<file path="config.mk">
export PLATFORM = sky130hd
export DESIGN_NAME = spi_xcvr
export DESIGN_NICKNAME = d
export VERILOG_FILES = /design/src/rtl/spi_xcvr_pkg.sv /design/src/rtl/spi_sync.sv /design/src/rtl/spi_fifo.sv /design/src/rtl/spi_engine.sv /design/src/rtl/spi_xcvr.sv
export SDC_FILE = /design/constraint.sdc
export NUM_CORES = 1
export LEC_CHECK = 0
export BUFFER_PORTS_ARGS = -buffer_cell sky130_fd_sc_hd__buf_2
export CAP_MARGIN = 30
export CORE_MARGIN = 5
export CORE_UTILIZATION = 40
export CTS_CLUSTER_DIAMETER = 120
export DETAILED_ROUTE_END_ITERATION = 10
export PLACE_DENSITY = 0.66
export REMOVE_ABC_BUFFERS = 1
export SLEW_MARGIN = 0
export SYNTH_ARGS = -nofsm -noshare
export SYNTH_HDL_FRONTEND = slang
export SYNTH_SLANG_ARGS = --single-unit
</file>
<file path="constraint.sdc">
create_clock -name clk -period 4.5 [get_ports clk]
set_input_delay 0.45 -clock clk [delete_from_list [all_inputs] [get_ports clk]]
set_output_delay 0.45 -clock clk [all_outputs]
set_load 0.05 [all_outputs]
</file>
<file path="src/rtl/spi_xcvr_pkg.sv">
package spi_xcvr_pkg;
  typedef enum logic [2:0] {
    EN_IDLE,
    EN_LOAD,
    EN_LO,
    EN_HI,
    EN_GAP
  } eng_st_t;
endpackage

</file>
<file path="src/rtl/spi_sync.sv">
module spi_sync #(
  parameter int W = 3,
  parameter logic [W-1:0] RV = '0
) (
  input  logic         clk,
  input  logic         rst,
  input  logic [W-1:0] d,
  output logic [W-1:0] q
);
  logic [W-1:0] s1;

  always_ff @(posedge clk) begin
    if (rst) begin
      s1 <= RV;
      q  <= RV;
    end else begin
      s1 <= d;
      q  <= s1;
    end
  end
endmodule

</file>
<file path="src/rtl/spi_fifo.sv">
module spi_fifo #(
  parameter int W     = 16,
  parameter int DEPTH = 8
) (
  input  logic         clk,
  input  logic         rst,
  input  logic         single,
  input  logic         push,
  input  logic [W-1:0] din,
  input  logic         pop,
  output logic [W-1:0] dout,
  output logic         full,
  output logic         empty
);
  localparam int AW = (DEPTH > 1) ? $clog2(DEPTH) : 1;

  logic [W-1:0]  mem [DEPTH];
  logic [AW-1:0] wp, rp;
  logic [AW:0]   cnt;

  assign empty = (cnt == '0);
  assign full  = single ? (cnt != '0) : (cnt == (AW+1)'(DEPTH));

  // storage without reset so it maps onto block RAM
  always_ff @(posedge clk) begin
    if (push) mem[wp] <= din;
  end

  always_ff @(posedge clk) begin
    if (rst) begin
      dout <= '0;
      wp   <= '0;
      rp   <= '0;
      cnt  <= '0;
    end else begin
      if (pop) dout <= mem[rp];
      if (push) wp <= (wp == AW'(DEPTH-1)) ? '0 : wp + AW'(1);
      if (pop)  rp <= (rp == AW'(DEPTH-1)) ? '0 : rp + AW'(1);
      case ({push, pop})
        2'b10:   cnt <= cnt + (AW+1)'(1);
        2'b01:   cnt <= cnt - (AW+1)'(1);
        default: cnt <= cnt;
      endcase
    end
  end

  AST_FIFO_NO_WRITE_FULL: assert property (@(posedge clk) disable iff (rst) push |-> !full);
  AST_FIFO_NO_READ_EMPTY: assert property (@(posedge clk) disable iff (rst) pop |-> !empty);
  AST_FIFO_CNT_RANGE:     assert property (@(posedge clk) disable iff (rst) cnt <= (AW+1)'(DEPTH));
endmodule

</file>
<file path="src/rtl/spi_engine.sv">
module spi_engine
  import spi_xcvr_pkg::*;
#(
  parameter int DW   = 16,
  parameter int DIVW = 8
) (
  input  logic          clk,
  input  logic          rst,
  input  logic          master,
  input  logic          wide,
  input  logic [DIVW-1:0] half,
  input  logic          tx_avail,
  input  logic [DW-1:0] tx_word,
  output logic          tx_pop,
  output logic          rx_push,
  output logic [DW-1:0] rx_word,
  input  logic          sck_s,
  input  logic          sel_n_s,
  input  logic          sdi_m,
  input  logic          sdi_s,
  output logic          sck_o,
  output logic          sel_act,
  output logic          sdo
);
  localparam int HW = DW / 2;
  localparam int BW = $clog2(DW);

  eng_st_t         st;
  logic [DIVW-1:0] hcnt;
  logic [BW-1:0]   bits;
  logic [DW-1:0]   sh;
  logic            smp, armed, sck_d;
  logic            tick, last, s_rise, s_fall;
  logic [DW-1:0]   nxt;

  assign tick   = (half == '0) || (hcnt == half - DIVW'(1));
  assign last   = (bits == (wide ? BW'(DW-1) : BW'(HW-1)));
  assign s_rise = sck_s & ~sck_d;
  assign s_fall = ~sck_s & sck_d;
  assign nxt    = wide ? {sh[DW-2:0], smp} : {{HW{1'b0}}, sh[HW-2:0], smp};
  assign sdo    = wide ? sh[DW-1] : sh[HW-1];
  assign rx_word = nxt;

  always_comb begin
    if (master) begin
      tx_pop  = (st == EN_IDLE) && tx_avail;
      rx_push = (st == EN_HI) && tick && last;
    end else begin
      tx_pop  = (st == EN_IDLE) && !sel_n_s && !armed && tx_avail;
      rx_push = armed && !sel_n_s && s_fall && last;
    end
  end

  always_ff @(posedge clk) begin
    if (rst) begin
      st      <= EN_IDLE;
      hcnt    <= '0;
      bits    <= '0;
      sh      <= '0;
      smp     <= 1'b0;
      armed   <= 1'b0;
      sck_d   <= 1'b0;
      sck_o   <= 1'b0;
      sel_act <= 1'b0;
    end else begin
      sck_d <= sck_s;
      if (master) begin
        armed <= 1'b0;
        case (st)
          EN_IDLE: begin
            hcnt <= '0;
            if (tx_avail) st <= EN_LOAD;
          end
          EN_LOAD: begin
            sh      <= tx_word;
            sel_act <= 1'b1;
            bits    <= '0;
            hcnt    <= '0;
            st      <= EN_LO;
          end
          EN_LO: begin
            if (tick) begin
              sck_o <= 1'b1;
              smp   <= sdi_m;
              hcnt  <= '0;
              st    <= EN_HI;
            end else hcnt <= hcnt + DIVW'(1);
          end
          EN_HI: begin
            if (tick) begin
              sck_o <= 1'b0;
              sh    <= nxt;
              hcnt  <= '0;
              if (last) begin
                sel_act <= 1'b0;
                st      <= EN_GAP;
              end else begin
                bits <= bits + BW'(1);
                st   <= EN_LO;
              end
            end else hcnt <= hcnt + DIVW'(1);
          end
          EN_GAP: begin
            if (tick) st <= EN_IDLE;
            else hcnt <= hcnt + DIVW'(1);
          end
          default: st <= EN_IDLE;
        endcase
      end else begin
        sck_o   <= 1'b0;
        sel_act <= 1'b0;
        hcnt    <= '0;
        if (sel_n_s) begin
          armed <= 1'b0;
          bits  <= '0;
          st    <= EN_IDLE;
        end else if (!armed) begin
          if (st == EN_LOAD) begin
            sh    <= tx_word;
            armed <= 1'b1;
            bits  <= '0;
            st    <= EN_IDLE;
          end else if (tx_avail) begin
            st <= EN_LOAD;
          end else begin
            sh    <= '0;
            armed <= 1'b1;
            bits  <= '0;
          end
        end else begin
          if (s_rise) smp <= sdi_s;
          if (s_fall) begin
            sh <= nxt;
            if (last) begin
              bits  <= '0;
              armed <= 1'b0;
            end else bits <= bits + BW'(1);
          end
        end
      end
    end
  end

  AST_SCK_LOW_IDLE:  assert property (@(posedge clk) disable iff (rst) (master && st == EN_IDLE) |-> !sck_o);
  AST_SCK_NEEDS_SEL: assert property (@(posedge clk) disable iff (rst) sck_o |-> sel_act);
  AST_SLAVE_NO_POP:  assert property (@(posedge clk) disable iff (rst) (!master && sel_n_s) |-> !tx_pop);
endmodule

</file>
<file path="src/rtl/spi_xcvr.sv">
module spi_xcvr #(
  parameter int DW    = 16,
  parameter int DEPTH = 8,
  parameter int DIVW  = 8
) (
  input  logic          clk,
  input  logic          rst,
  input  logic          cfg_master,
  input  logic          cfg_wide,
  input  logic          cfg_fifo,
  input  logic          cfg_selout,
  input  logic [DIVW-1:0] cfg_half,
  input  logic          wr_en,
  input  logic [DW-1:0] wr_data,
  input  logic          rd_en,
  output logic [DW-1:0] rd_data,
  output logic          tx_full,
  output logic          tx_empty,
  output logic          rx_full,
  output logic          rx_empty,
  output logic          rx_ovf,
  output logic          irq_rxf,
  output logic          irq_txe,
  output logic          sck_o,
  output logic          sel_n_o,
  input  logic          sck_i,
  input  logic          sel_n_i,
  input  logic          sdi,
  output logic          sdo
);
  logic [2:0]    syn_q;
  logic          eng_pop, eng_push, sel_act;
  logic [DW-1:0] tx_word, rx_word;
  logic          tx_push, rx_push, rx_pop;

  spi_sync #(.W(3), .RV(3'b010)) u_sync (
    .clk(clk), .rst(rst), .d({sck_i, sel_n_i, sdi}), .q(syn_q)
  );

  assign tx_push = wr_en & ~tx_full;
  assign rx_push = eng_push & ~rx_full;
  assign rx_pop  = rd_en & ~rx_empty;

  spi_fifo #(.W(DW), .DEPTH(DEPTH)) u_txq (
    .clk(clk), .rst(rst), .single(~cfg_fifo), .push(tx_push), .din(wr_data),
    .pop(eng_pop), .dout(tx_word), .full(tx_full), .empty(tx_empty)
  );

  spi_fifo #(.W(DW), .DEPTH(DEPTH)) u_rxq (
    .clk(clk), .rst(rst), .single(~cfg_fifo), .push(rx_push), .din(rx_word),
    .pop(rx_pop), .dout(rd_data), .full(rx_full), .empty(rx_empty)
  );

  spi_engine #(.DW(DW), .DIVW(DIVW)) u_eng (
    .clk(clk), .rst(rst), .master(cfg_master), .wide(cfg_wide), .half(cfg_half),
    .tx_avail(~tx_empty), .tx_word(tx_word), .tx_pop(eng_pop),
    .rx_push(eng_push), .rx_word(rx_word),
    .sck_s(syn_q[2]), .sel_n_s(syn_q[1]), .sdi_m(sdi), .sdi_s(syn_q[0]),
    .sck_o(sck_o), .sel_act(sel_act), .sdo(sdo)
  );

  assign sel_n_o = ~(cfg_selout & cfg_master & sel_act);

  always_ff @(posedge clk) begin
    if (rst) begin
      rx_ovf  <= 1'b0;
      irq_rxf <= 1'b0;
      irq_txe <= 1'b0;
    end else begin
      if (eng_push && rx_full) rx_ovf <= 1'b1;
      else if (rd_en)          rx_ovf <= 1'b0;
      irq_rxf <= cfg_fifo & rx_full;
      irq_txe <= cfg_fifo & tx_empty;
    end
  end

  AST_OVF_SET:    assert property (@(posedge clk) disable iff (rst) (eng_push && rx_full) |=> rx_ovf);
  AST_OVF_STICKY: assert property (@(posedge clk) disable iff (rst) (rx_ovf && !rd_en) |=> rx_ovf);
endmodule

</file>
==> results_tabular.tex <==
\begin{tabular}{lr}
\hline
Metric & Value \\
\hline
\multicolumn{2}{l}{\textbf{Setup path}} \\
Slowest stage cell on the critical path & a2bb2oi\_2 \\
Type of element launching the critical path & flop \\
Cells along the critical path & nand2b\_1 > o21ai\_1 > a211oi\_2 > o21ai\_2 > a21oi\_2 > a2bb2oi\_2 > or2\_1 > ha\_1 > xor2\_1 > ha\_1 > a21oi\_1 > xor2\_1 > or3\_1 > a21oi\_1 \\
Required time of the worst setup path & 4.95 ns \\
Number of buffer and inverter stages on the critical path & 0 \\
Crit-path leading delay family & compound AO/OA/AOI/OAI gates \\
Crit. End Element & flop \\
Critical path arrival & 4.07 ns \\
Classification of the worst setup path & reg2reg \\
Slowest stage delay, CP & 0.53 ns \\
Largest fanout on the critical path & 9 \\
\multicolumn{2}{l}{\textbf{GRT}} \\
First-pass GRT wire length & 45.6 mm \\
Met3 Track Usage GR & 2.76\% \\
Grt total ovfl & 0 \\
Global routing usage summed across all routing layers & 13.9\% \\
Grt peak-use layer & met2 \\
Number of global-route vias before repair & 8418 \\
Met1 usage in global routing & 18.2\% \\
Global Route met2 Usage & 23.7\% \\
Antenna violations before repair & 2 \\
Largest net degree at the start of global routing & 71 \\
\multicolumn{2}{l}{\textbf{Placed design}} \\
Port-buffer cells & 60 \\
Total half-perimeter wirelength after legalization and detailed placement & 17.3 mm \\
Placed cell areas & 0.0156 mm² \\
Routability congestion estimate from global placement & 0.809 \\
\multicolumn{2}{l}{\textbf{Timing}} \\
Upper clock frequency limit & 0.276 GHz \\
Accumulated negative setup slack & 0 ns \\
Worst clock skew & 0.0164 ns \\
Share of the clock period used by the worst path after layout & 80.6\% \\
Worst Tran Pin Value & 0.971 ns \\
Final-layout worst hold slack & 0.118 ns \\
Endpoints failing setup & 0 \\
Count of final max-slew check failures & 0 \\
Number of hold-slack violations in the final timing report & 0 \\
Clock period minus worst slack & 3.63 ns \\
Remaining max-slew budget at the tightest pin & 35.2\% \\
Unrepaired setup endpoints after global routing & false \\
\multicolumn{2}{l}{\textbf{Synthesis}} \\
Cell taking the most area after synthesis & edfxtp\_1 \\
Portion of the post-synthesis area used by sequential elements & 66.2\% \\
Mean area per synthesized cell & 15.3 µm² \\
Cell types with the largest area share after synthesis & edfxtp\_1 53\%, dfxtp\_1 13\%, mux4\_2 9.9\%, mux2i\_1 2.8\%, a211oi\_1 1.9\% \\
Cell area after synthesis & 0.0145 mm² \\
Synth Instances & 953 \\
Post-synth cell types & 68 \\
Post-synthesis sequential element count & 353 \\
Top-area cell type share of the netlist area & 52.9\% \\
Primary FF master, synth & edfxtp\_1 \\
Share of synthesized registers carrying an async set or reset & 0\% \\
Number of flops mapped to enable cells by yosys & 256 \\
Number of synthesis warnings & 0 \\
Most numerous cell in the Yosys netlist & edfxtp\_1 \\
Leading cell types by count after synthesis & 256 x edfxtp\_1, 97 x dfxtp\_1, 72 x nor2\_1 \\
\multicolumn{2}{l}{\textbf{CTS}} \\
Count of cells resized by post-cts repair & 0 \\
Number of sinks on the clock net & 353 \\
Number of buffers inserted by post-CTS setup repair & 0 \\
Post-CTS Hold Fix Bufs & 0 \\
TritonCTS clock tree & yes \\
Clock Tree Buf Depth & 3 \\
Number of buffers inserted during clock tree synthesis & 38 \\
CTS root buffer & clkbuf\_16 \\
Clock latency on the worst-skew pair & 0.53 ns \\
Clock transition at the registers of the reported paths & 0.07 ns \\
H-tree depth & 2 \\
\multicolumn{2}{l}{\textbf{Power}} \\
Pwr/cell area & 499 mW/mm² \\
Maximum ir drop on the vdd rail & 0.357 mV \\
Leakage power total & 5.63 nW \\
\multicolumn{2}{l}{\textbf{Floorplan}} \\
Count of pins on the block boundary & 61 \\
Core area & 0.0357 mm² \\
Number of placement rows & 69 \\
DIE AREA & 0.0403 mm² \\
Y dimension of the die & 201 µm \\
Initial cell density of the core & 40.7\% \\
Floorplan die width & 201 µm \\
\multicolumn{2}{l}{\textbf{Finish}} \\
Synth-to-Final Area Change & 15.9\% \\
Final design area excluding fillers & 0.0168 mm² \\
Fraction of layout cells with a size suffix above 1 & 24.6\% \\
Count of nets after finishing & 1082 \\
Post-layout utilization of the core & 47.1\% \\
Inserted Diodes & 0 \\
\multicolumn{2}{l}{\textbf{Route}} \\
Number of DRC markers after the initial detailed-route iteration & 460 \\
Number of remaining DRC errors & 0 \\
Vias per cell & 5.42 \\
Post-DR wirelength/cell & 18.4 µm \\
Count of vias placed by the detailed router & 8217 \\
Count of TritonRoute iterations in the first routing pass & 5 \\
Post-DRT Antenna Nets & 0 \\
Total routed wirelength & 27.9 mm \\
\multicolumn{2}{l}{\textbf{Flow run}} \\
Number of maximum-capacitance violations & 0 \\
\multicolumn{2}{l}{\textbf{Worst hold path}} \\
Min-delay worst type & in2reg \\
\multicolumn{2}{l}{\textbf{Status}} \\
Result of the run & finished clean \\
\hline
\end{tabular}
layout make-up:
type,count,area (µm²)
Tap cell,461,577
Fill cell,3070,18900
Multi-Input combinational cell,533,4760
Timing Repair Buffer,87,553
Sequential cell,353,9630
Clock buffer,52,1110
Inverter,15,56.3
Clock inverter,16,168
worst paths after layout:
kind / from / endpoint / slack, ns / cells after the start
max: u_eng.hcnt[6] / u_rxq.cnt[2] / 0.87 / 14
min: sel_n_i / u_sync.s1[1] / 0.12 / 2
max reg2reg: u_eng.hcnt[6] / u_rxq.cnt[2] / 0.87 / 14
min reg2reg: u_sync.s1[1] / u_sync.q[1] / 0.41 / 1
metal layers:
| metal | vias to the layer above | wire, µm | part of all wire (%) |
|---|---|---|---|
| met4 | 4 | 503 | 1.8 |
| met1 | 4102 | 12500 | 45 |
| li1 | 3903 | - | - |
| met2 | 165 | 13800 | 49 |
| met5 | - | 21 | 0.075 |
| met3 | 43 | 1160 | 4.1 |
cell usage in the layout (no fill, tap or decap), types with 4 or more instances in the layout:
| cell type | count |
|---|---|
| a211oi_1 | 36 |
| a21oi_1 | 45 |
| a22oi_1 | 16 |
| and2_1 | 11 |
| and3_1 | 20 |
| buf_2 | 59 |
| buf_4 | 25 |
| clkbuf_1 | 7 |
| clkbuf_16 | 41 |
| clkbuf_8 | 4 |
| clkinv_1 | 4 |
| clkinv_2 | 4 |
| dfxtp_1 | 95 |
| edfxtp_1 | 256 |
| ha_1 | 18 |
| inv_1 | 14 |
| mux2i_1 | 40 |
| mux4_2 | 64 |
| nand2_1 | 20 |
| nand2b_1 | 14 |
| nand3_1 | 13 |
| nand3b_1 | 6 |
| nor2_1 | 72 |
| nor2b_1 | 8 |
| nor3_1 | 9 |
| nor3_2 | 16 |
| nor3b_1 | 5 |
| nor4_2 | 5 |
| nor4b_2 | 4 |
| o21ai_0 | 15 |
| o31ai_1 | 6 |
| or2_2 | 6 |
| or3_1 | 10 |
| or4_1 | 4 |
| xnor2_1 | 6 |
| xor2_1 | 12 |
state kept, by name, indices dropped and copies added (netlist names), 3 cells and up:
| register | count |
|---|---|
| u_rxq.dout | 16 |
| u_txq.wp | 3 |
| u_sync.q | 3 |
| u_txq.rp | 3 |
| u_eng.st | 3 |
| u_txq.cnt | 4 |
| u_eng.bits | 4 |
| u_sync.s1 | 3 |
| u_rxq.cnt | 4 |
| u_eng.sh | 16 |
| u_rxq.rp | 3 |
| u_txq.mem | 128 |
| u_rxq.mem | 128 |
| u_eng.hcnt | 8 |
| u_rxq.wp | 3 |
| u_txq.dout | 16 |
power breakdown:
part / switching (mW) / total (mW) / internal, mW
combinational: 0.716 / 1.29 / 0.571
clock: 1.23 / 3.14 / 1.90
sequential: 0.208 / 3.98 / 3.78
total: 2.16 / 8.41 / 6.25
cell families (layout without fill, tap and decap cells):
logic type | Yosys count | after routing | synth area share [%]
and+or+nand+nor | 237 | 237 | 9.22
adders and majority gates | 19 | 19 | 1.69
muxes | 106 | 106 | 12.8
AOI/OAI and AO/OA | 153 | 153 | 7.15
DFF | 353 | 353 | 66.2
buffers and inverters | 67 | 170 | 1.81
xor gates and xnor gates | 18 | 18 | 1.08
worst register-to-register path: stages (launching register included):
cell,delay (ns)
dfxtp_1,0.48
nand2b_1,0.15
o21ai_1,0.07
a211oi_2,0.33
o21ai_2,0.15
a21oi_2,0.37
a2bb2oi_2,0.53
or2_1,0.22
ha_1,0.26
xor2_1,0.18
ha_1,0.16
a21oi_1,0.05
xor2_1,0.15
or3_1,0.31
a21oi_1,0.14
stage by stage:
stage               instances  setup WS, ns  power (mW)
floorplan                 901        0.0985        4.94
global placement         1446         0.514        5.31
detailed placement       1449         0.385        5.36
CTS                      1517         0.891        8.51
global route             1517         0.592        8.82
finish                   1517         0.873        8.41
No activity file was read; power rests on OpenSTA's default activity.
